## src/rtl/dp_pkg.sv

```systemverilog
package dp_pkg;

  typedef enum logic [4:0] {
    FS_PASS_A = 5'b00000,
    FS_INC    = 5'b00001,
    FS_ADD    = 5'b00010,
    FS_ADDC   = 5'b00011,
    FS_ADDNB  = 5'b00100,
    FS_SUB    = 5'b00101,
    FS_DEC    = 5'b00110,
    FS_AND    = 5'b01000,
    FS_OR     = 5'b01010,
    FS_XOR    = 5'b01100,
    FS_NOTA   = 5'b01110,
    FS_PASS_B = 5'b10000,
    FS_SHR    = 5'b10100,
    FS_SHL    = 5'b11000
  } fs_e;

  function automatic logic fs_is_logic(logic [4:0] fs);
    return fs inside {FS_AND, FS_OR, FS_XOR, FS_NOTA, FS_PASS_B, FS_SHR, FS_SHL};
  endfunction

  function automatic logic fs_is_arith(logic [4:0] fs);
    return fs inside {FS_PASS_A, FS_INC, FS_ADD, FS_ADDC, FS_ADDNB, FS_SUB, FS_DEC};
  endfunction

endpackage

```

## src/rtl/dp_regfile.sv

```systemverilog
module dp_regfile #(
  parameter int W  = 8,
  parameter int AW = 2
) (
  input  logic                     clk,
  input  logic                     rst,
  input  logic                     we,
  input  logic [AW-1:0]            wsel,
  input  logic [W-1:0]             wdata,
  input  logic [AW-1:0]            asel,
  input  logic [AW-1:0]            bsel,
  output logic [W-1:0]             adata,
  output logic [W-1:0]             bdata,
  output logic [(1<<AW)-1:0]       load_vec,
  output logic [(1<<AW)*W-1:0]     flat
);
  localparam int NREG = 1 << AW;

  logic [W-1:0] regs [NREG];

  // decode destination, gated by write enable
  always_comb begin
    load_vec = '0;
    if (we) load_vec[wsel] = 1'b1;
  end

  for (genvar i = 0; i < NREG; i++) begin : g_reg
    always_ff @(posedge clk) begin
      if (rst)              regs[i] <= '0;
      else if (load_vec[i]) regs[i] <= wdata;
    end
    assign flat[i*W +: W] = regs[i];
  end

  assign adata = regs[asel];
  assign bdata = regs[bsel];

endmodule

```

## src/rtl/dp_alu.sv

```systemverilog
module dp_alu
  import dp_pkg::*;
#(
  parameter int W = 8
) (
  input  logic [4:0]   fs,
  input  logic [W-1:0] a,
  input  logic [W-1:0] b,
  output logic [W-1:0] f,
  output logic         v,
  output logic         c,
  output logic         n,
  output logic         z
);

  typedef struct packed {
    logic [W-1:0] f;
    logic         v;
    logic         c;
    logic         n;
    logic         z;
  } res_t;

  function automatic res_t alu_calc(logic [4:0] code, logic [W-1:0] x, logic [W-1:0] y);
    res_t         r;
    logic [W-1:0] bop;
    logic         cin;
    logic [W:0]   sum;
    r   = '0;
    bop = '0;
    cin = 1'b0;
    if (fs_is_arith(code)) begin
      case (code)
        FS_INC:   begin bop = '0; cin = 1'b1; end
        FS_ADD:   begin bop = y;  cin = 1'b0; end
        FS_ADDC:  begin bop = y;  cin = 1'b1; end
        FS_ADDNB: begin bop = ~y; cin = 1'b0; end
        FS_SUB:   begin bop = ~y; cin = 1'b1; end
        FS_DEC:   begin bop = '1; cin = 1'b0; end
        default:  begin bop = '0; cin = 1'b0; end
      endcase
      sum = {1'b0, x} + {1'b0, bop} + {{W{1'b0}}, cin};
      r.f = sum[W-1:0];
      r.c = sum[W];
      r.v = (x[W-1] == bop[W-1]) && (sum[W-1] != x[W-1]);
      r.n = r.f[W-1];
      r.z = (r.f == '0);
    end else if (fs_is_logic(code)) begin
      case (code)
        FS_AND:    r.f = x & y;
        FS_OR:     r.f = x | y;
        FS_XOR:    r.f = x ^ y;
        FS_NOTA:   r.f = ~x;
        FS_PASS_B: r.f = y;
        FS_SHR:    r.f = y >> 1;
        FS_SHL:    r.f = y << 1;
        default:   r.f = '0;
      endcase
      r.n = r.f[W-1];
      r.z = (r.f == '0);
    end
    return r;
  endfunction

  res_t res;
  always_comb res = alu_calc(fs, a, b);

  assign f = res.f;
  assign v = res.v;
  assign c = res.c;
  assign n = res.n;
  assign z = res.z;

endmodule

```

## src/rtl/dp_ram.sv

```systemverilog
module dp_ram #(
  parameter int W = 8
) (
  input  logic         clk,
  input  logic         rst,
  input  logic         we,
  input  logic [W-1:0] addr,
  input  logic [W-1:0] wdata,
  output logic [W-1:0] rdata
);
  localparam int DEPTH = 1 << W;

  logic [W-1:0] mem [DEPTH];

  always_ff @(posedge clk) begin
    if (rst) begin
      for (int i = 0; i < DEPTH; i++) mem[i] <= '0;
    end else if (we) begin
      mem[addr] <= wdata;
    end
  end

  assign rdata = mem[addr];

endmodule

```

## src/rtl/dp_core.sv

```systemverilog
module dp_core #(
  parameter int W  = 8,
  parameter int AW = 2
) (
  input  logic                   clk,
  input  logic                   rst,
  input  logic [AW-1:0]          dst_sel,
  input  logic [AW-1:0]          srca_sel,
  input  logic [AW-1:0]          srcb_sel,
  input  logic [4:0]             func_sel,
  input  logic                   const_sel,
  input  logic                   wb_mem_sel,
  input  logic                   reg_we,
  input  logic                   mem_we,
  input  logic [W-1:0]           const_in,
  output logic                   flag_v,
  output logic                   flag_c,
  output logic                   flag_n,
  output logic                   flag_z,
  output logic [W-1:0]           alu_out,
  output logic [(1<<AW)*W-1:0]   regs_flat
);
  localparam int NREG = 1 << AW;

  // named internal events, observed by the bound checker
  logic [W-1:0]    a_data;
  logic [W-1:0]    b_data;
  logic [W-1:0]    b_mux;
  logic [W-1:0]    ram_rdata;
  logic [W-1:0]    wb_data;
  logic [NREG-1:0] reg_load;

  dp_regfile #(.W(W), .AW(AW)) u_rf (
    .clk      (clk),
    .rst      (rst),
    .we       (reg_we),
    .wsel     (dst_sel),
    .wdata    (wb_data),
    .asel     (srca_sel),
    .bsel     (srcb_sel),
    .adata    (a_data),
    .bdata    (b_data),
    .load_vec (reg_load),
    .flat     (regs_flat)
  );

  assign b_mux = const_sel ? const_in : b_data;

  dp_alu #(.W(W)) u_alu (
    .fs (func_sel),
    .a  (a_data),
    .b  (b_mux),
    .f  (alu_out),
    .v  (flag_v),
    .c  (flag_c),
    .n  (flag_n),
    .z  (flag_z)
  );

  dp_ram #(.W(W)) u_ram (
    .clk   (clk),
    .rst   (rst),
    .we    (mem_we),
    .addr  (a_data),
    .wdata (b_mux),
    .rdata (ram_rdata)
  );

  assign wb_data = wb_mem_sel ? ram_rdata : alu_out;

endmodule

```

## config.mk

```make
export PLATFORM = sky130hd
export DESIGN_NAME = dp_core
export DESIGN_NICKNAME = d
export VERILOG_FILES = /design/src/rtl/dp_pkg.sv /design/src/rtl/dp_regfile.sv /design/src/rtl/dp_alu.sv /design/src/rtl/dp_ram.sv /design/src/rtl/dp_core.sv
export SDC_FILE = /design/constraint.sdc
export NUM_CORES = 2
export LEC_CHECK = 0
export CORE_MARGIN = 2
export CORE_UTILIZATION = 43
export CTS_CLUSTER_SIZE = 30
export DETAILED_ROUTE_END_ITERATION = 10
export HOLD_SLACK_MARGIN = 0.15
export SYNTH_ARGS = -nofsm -noshare
export SYNTH_HDL_FRONTEND = slang
export SYNTH_SLANG_ARGS = --single-unit
```

## constraint.sdc

```tcl
create_clock -name clk -period 4.8 [get_ports clk]
set_clock_uncertainty 0.15 [all_clocks]
set_input_delay 0.48 -clock clk [delete_from_list [all_inputs] [get_ports clk]]
set_output_delay 0.48 -clock clk [all_outputs]
set_load 0.02 [all_outputs]
```

==> flow_summary.toml <==
[die]
die_height_um = 473
boundaryPins = 69
start_util_pct = 43.1
dieWidth_um = 473
core-area_mm2 = 0.219
rows = 172
dieArea_mm2 = 0.223

[worst_setup_path]
end_kind = "flip-flop"
path_cells = "buf_4 -> buf_4 -> buf_4 -> mux2i_1 -> mux2_8 -> clkinv_16 -> buf_4 -> buf_12 -> buf_12 -> buf_4 -> mux2_2 -> o22ai_1 -> a221oi_1 -> a311oi_2 -> nand4_1 -> nor3_2 -> buf_4 -> nor3_1"
r2r_end = "u_rf.regs[0][5]$_SDFFCE_PN0P_"
critPathLaunchType = "flip-flop"
path_max_fanout = 40
r2r_slack_ps = 3
cpLargestDelayFamily = "buffers and inverters"
arrival_ps = 5270
slowest_delay_ps = 530
crit_path_frequent_cell = "buf_4"
worstSetupPathType = "flip-flop to flip-flop"
reg2reg_depth = 18
rr_startpoint = "u_rf.regs[3][0]$_SDFFCE_PN0P_"
cp_data_required_time_ps = 5270
crit_slowest_cell = "a311oi_2"
crit_buf_inv = 9

[final_layout]
finish.utilization_pct = 50.5
final_common_cell = "nor2_1"
fillers = 18800
num-nets-final = 7903
layout_common_cells = "nor2_1, edfxtp_1, buf_4"
final_layout_size_suffix_gt1_share_pct = 19.1
syn2layout_area_growth_pct = 17.1
design_area_mm2 = 0.111

[timing]
tightest_slew_ps = 1590
fmax_ghz = 0.208
finalCriticalPeriod_ps = 4800
timing.final.crit_share_pct = 99.9
rsz0062_at_grt = "yes"
finalHoldViolCount = 0
drv_slew = 3
slew_headroom_pct = -6.29
setup_viol = 0

[power]
ir_worst_vdd_mv = 0.306
leakage_nw = 40.5
p_per_area_mw_per_mm2 = 390

[worst_hold_path]
worstHoldPathCells = 3
hold_path_end = "u_rf.regs[3][7]$_SDFFCE_PN0P_"
hp-class = "input pin to flip-flop"
hp-start = "dst_sel[0]"

[routing]
finalWirelength_um = 321000
drt_iter0_drc = 9368
drc = 0
vias_per_cell = 6.01
ant_nets = 0
vias = 65500
drtPass1Iterations = 6
route.detailed.wl_per_inst_um = 29.5

[clock_tree]
cts_inserted_buffers = 213
clk_pin_slew_worst_paths_ps = 60
cts_tree = "done"
cts_buffer_depth = 3
worstSkewPairLatency_ps = 880
ctsHtreeMaxLevel = 4
postCtsHoldBufs = 0
cts_num_sinks = 2080
clock-root-buffer = "clkbuf_16"

[yosys]
synth_async_sr_flop_share_pct = 0
avgSynthCellArea_um2 = 12.9
yosys_warnings = 0
synthCells = 7326
synthFlopType = "edfxtp_1"
synthesis.area_mm2 = 0.0944
ys_seq_area_share_pct = 66.1
syn-num-nets = 7376
ys_ff_latch = 2080
synth_edf_count = 2080
yosysUniqueCellTypes = 92

[grt]
grt_pass1_wl_um = 458000
grt_max_degree = 151
grt-ovfl-total = 0
grt_pass1_vias = 63100
antenna_found_initial = 13
grtUsageTotal_pct = 28.4

[placed_design]
gp_congestion = 0.924
port_buffers = 68
place_hpwl_um = 213000
post_dp_cell_area_mm2 = 0.104

[status]
status = "finished, violations left"
failed_checks = "max-capacitance violations, max-slew violations"

[job]
cap_violations = 1
## flip-flops by register name, summed over array words and instances, names as in the netlist
| signal | flops |
|---|---|
| u_ram.mem | 2048 |
| u_rf.regs | 32 |
## where the power goes
part	total, mW	switching (mW)	internal (mW)
Clock	16.3	7.19	9.09
Sequential	20.8	0.197	20.6
Combinational	6.08	4.12	1.96
## cells in the mapped netlist, types with 20 or more instances
| cell type | n | area [um2] |
|---|---|---|
| mux2_1 | 21 | 236 |
| nand3_1 | 115 | 576 |
| nand2_1 | 573 | 2150 |
| nor3_1 | 32 | 160 |
| buf_1 | 24 | 90.1 |
| edfxtp_1 | 2080 | 62500 |
| buf_6 | 48 | 541 |
| o21ai_0 | 40 | 200 |
| buf_4 | 42 | 315 |
| buf_2 | 90 | 450 |
| a211oi_1 | 70 | 526 |
| a221oi_1 | 28 | 245 |
| a311oi_1 | 23 | 201 |
| a22oi_1 | 102 | 766 |
| a31oi_1 | 40 | 250 |
| ha_1 | 23 | 288 |
| mux2_2 | 70 | 788 |
| clkbuf_1 | 350 | 1310 |
| mux4_2 | 248 | 5590 |
| mux2i_1 | 357 | 3570 |
| inv_1 | 20 | 75.1 |
| a32oi_1 | 37 | 324 |
| nand2b_1 | 271 | 1700 |
| and2_1 | 21 | 131 |
| nor2_1 | 2119 | 7950 |
| nor2b_1 | 56 | 350 |
| o22ai_1 | 80 | 500 |
| o211ai_1 | 25 | 188 |
| a21oi_1 | 75 | 375 |
## logic make-up (layout without fill, tap and decap cells)
family | count (synthesis) | after routing | share of synthesized area, %
AND/OR/NAND/NOR | 3283 | 3283 | 14.6
flip-flops | 2080 | 2080 | 66.1
multiplexers | 698 | 698 | 10.8
AO/OA/AOI/OAI | 640 | 640 | 4.88
buffers and inverters | 595 | 1300 | 3.22
adder cells (fa/ha/maj) | 25 | 25 | 0.347
XOR/XNOR | 5 | 5 | 0.0464
other | 0 | 3 | 0
## worst max-delay path by stage
stage / from / endpoint / slack (ps) / cells past startpoint
after detailed placement: srcb_sel[0] / flag_z / -510 / 12
after global routing: u_rf.regs[3][0]$_SDFFCE_PN0P_ / flag_z / -140 / 15
after floorplan: srcb_sel[0] / flag_z / 40 / 17
final: u_rf.regs[3][0]$_SDFFCE_PN0P_ / u_rf.regs[0][5]$_SDFFCE_PN0P_ / 3 / 18
after CTS: u_rf.regs[0][0]$_SDFFCE_PN0P_ / flag_z / -40 / 15
after global placement: srcb_sel[0] / flag_z / -630 / 17
## final cells by class
class,count,area (um2),share of cell area (%)
Timing Repair Buffer,881,8330,7.53
Clock buffer,261,5530,5.00
Multi-Input combinational cell,4651,29400,26.5
Antenna cell,3,7.51,0.00679
Inverter,26,141,0.128
Clock inverter,132,1200,1.08
Sequential cell,2080,62500,56.5
Tap cell,2871,3590,3.25
## worst register-to-register path: stages (launching register included)
cell and delay (ps):
edfxtp_1 370, buf_4 110, buf_4 80, buf_4 90, mux2i_1 80, mux2_8 340, clkinv_16 60, buf_4 270
buf_12 230, buf_12 280, buf_4 300, mux2_2 340, o22ai_1 240, a221oi_1 150, a311oi_2 530, nand4_1 290
nor3_2 300, buf_4 220, nor3_1 90
## per-stage QoR
stage               worst slack, ps  hold slack (ps)  std cells  setup TNS, ps  power, mW
CTS                           -38.6              328      10900          -58.0       43.1
detailed placement             -513             1010      10500         -11400       27.0
global route                   -143              411      10900           -299       44.1
global placement               -626             1010      10500         -11510       27.0
floorplan                      43.6              628       7326              0       24.2
finish                         3.20              401      10900              0       43.1
## timing repair
item	4_1_cts	5_1_grt
endpoints found under the setup margin	12	19
gates resized for setup	55	37
gates cloned	0	2
pin swaps	7	7
buffers inserted	2	4
## layer usage
| layer | GRT usage [%] | up-vias | wire length, um |
|---|---|---|---|
| li1 | - | 27700 | - |
| met1 | 38.9 | 33200 | 124000 |
| met2 | 43.5 | 3950 | 145000 |
| met3 | 6.30 | 668 | 36600 |
| met4 | 12.4 | 16 | 15800 |
| met5 | 0 | - | 133 |
(Power assumes the default switching activity.)
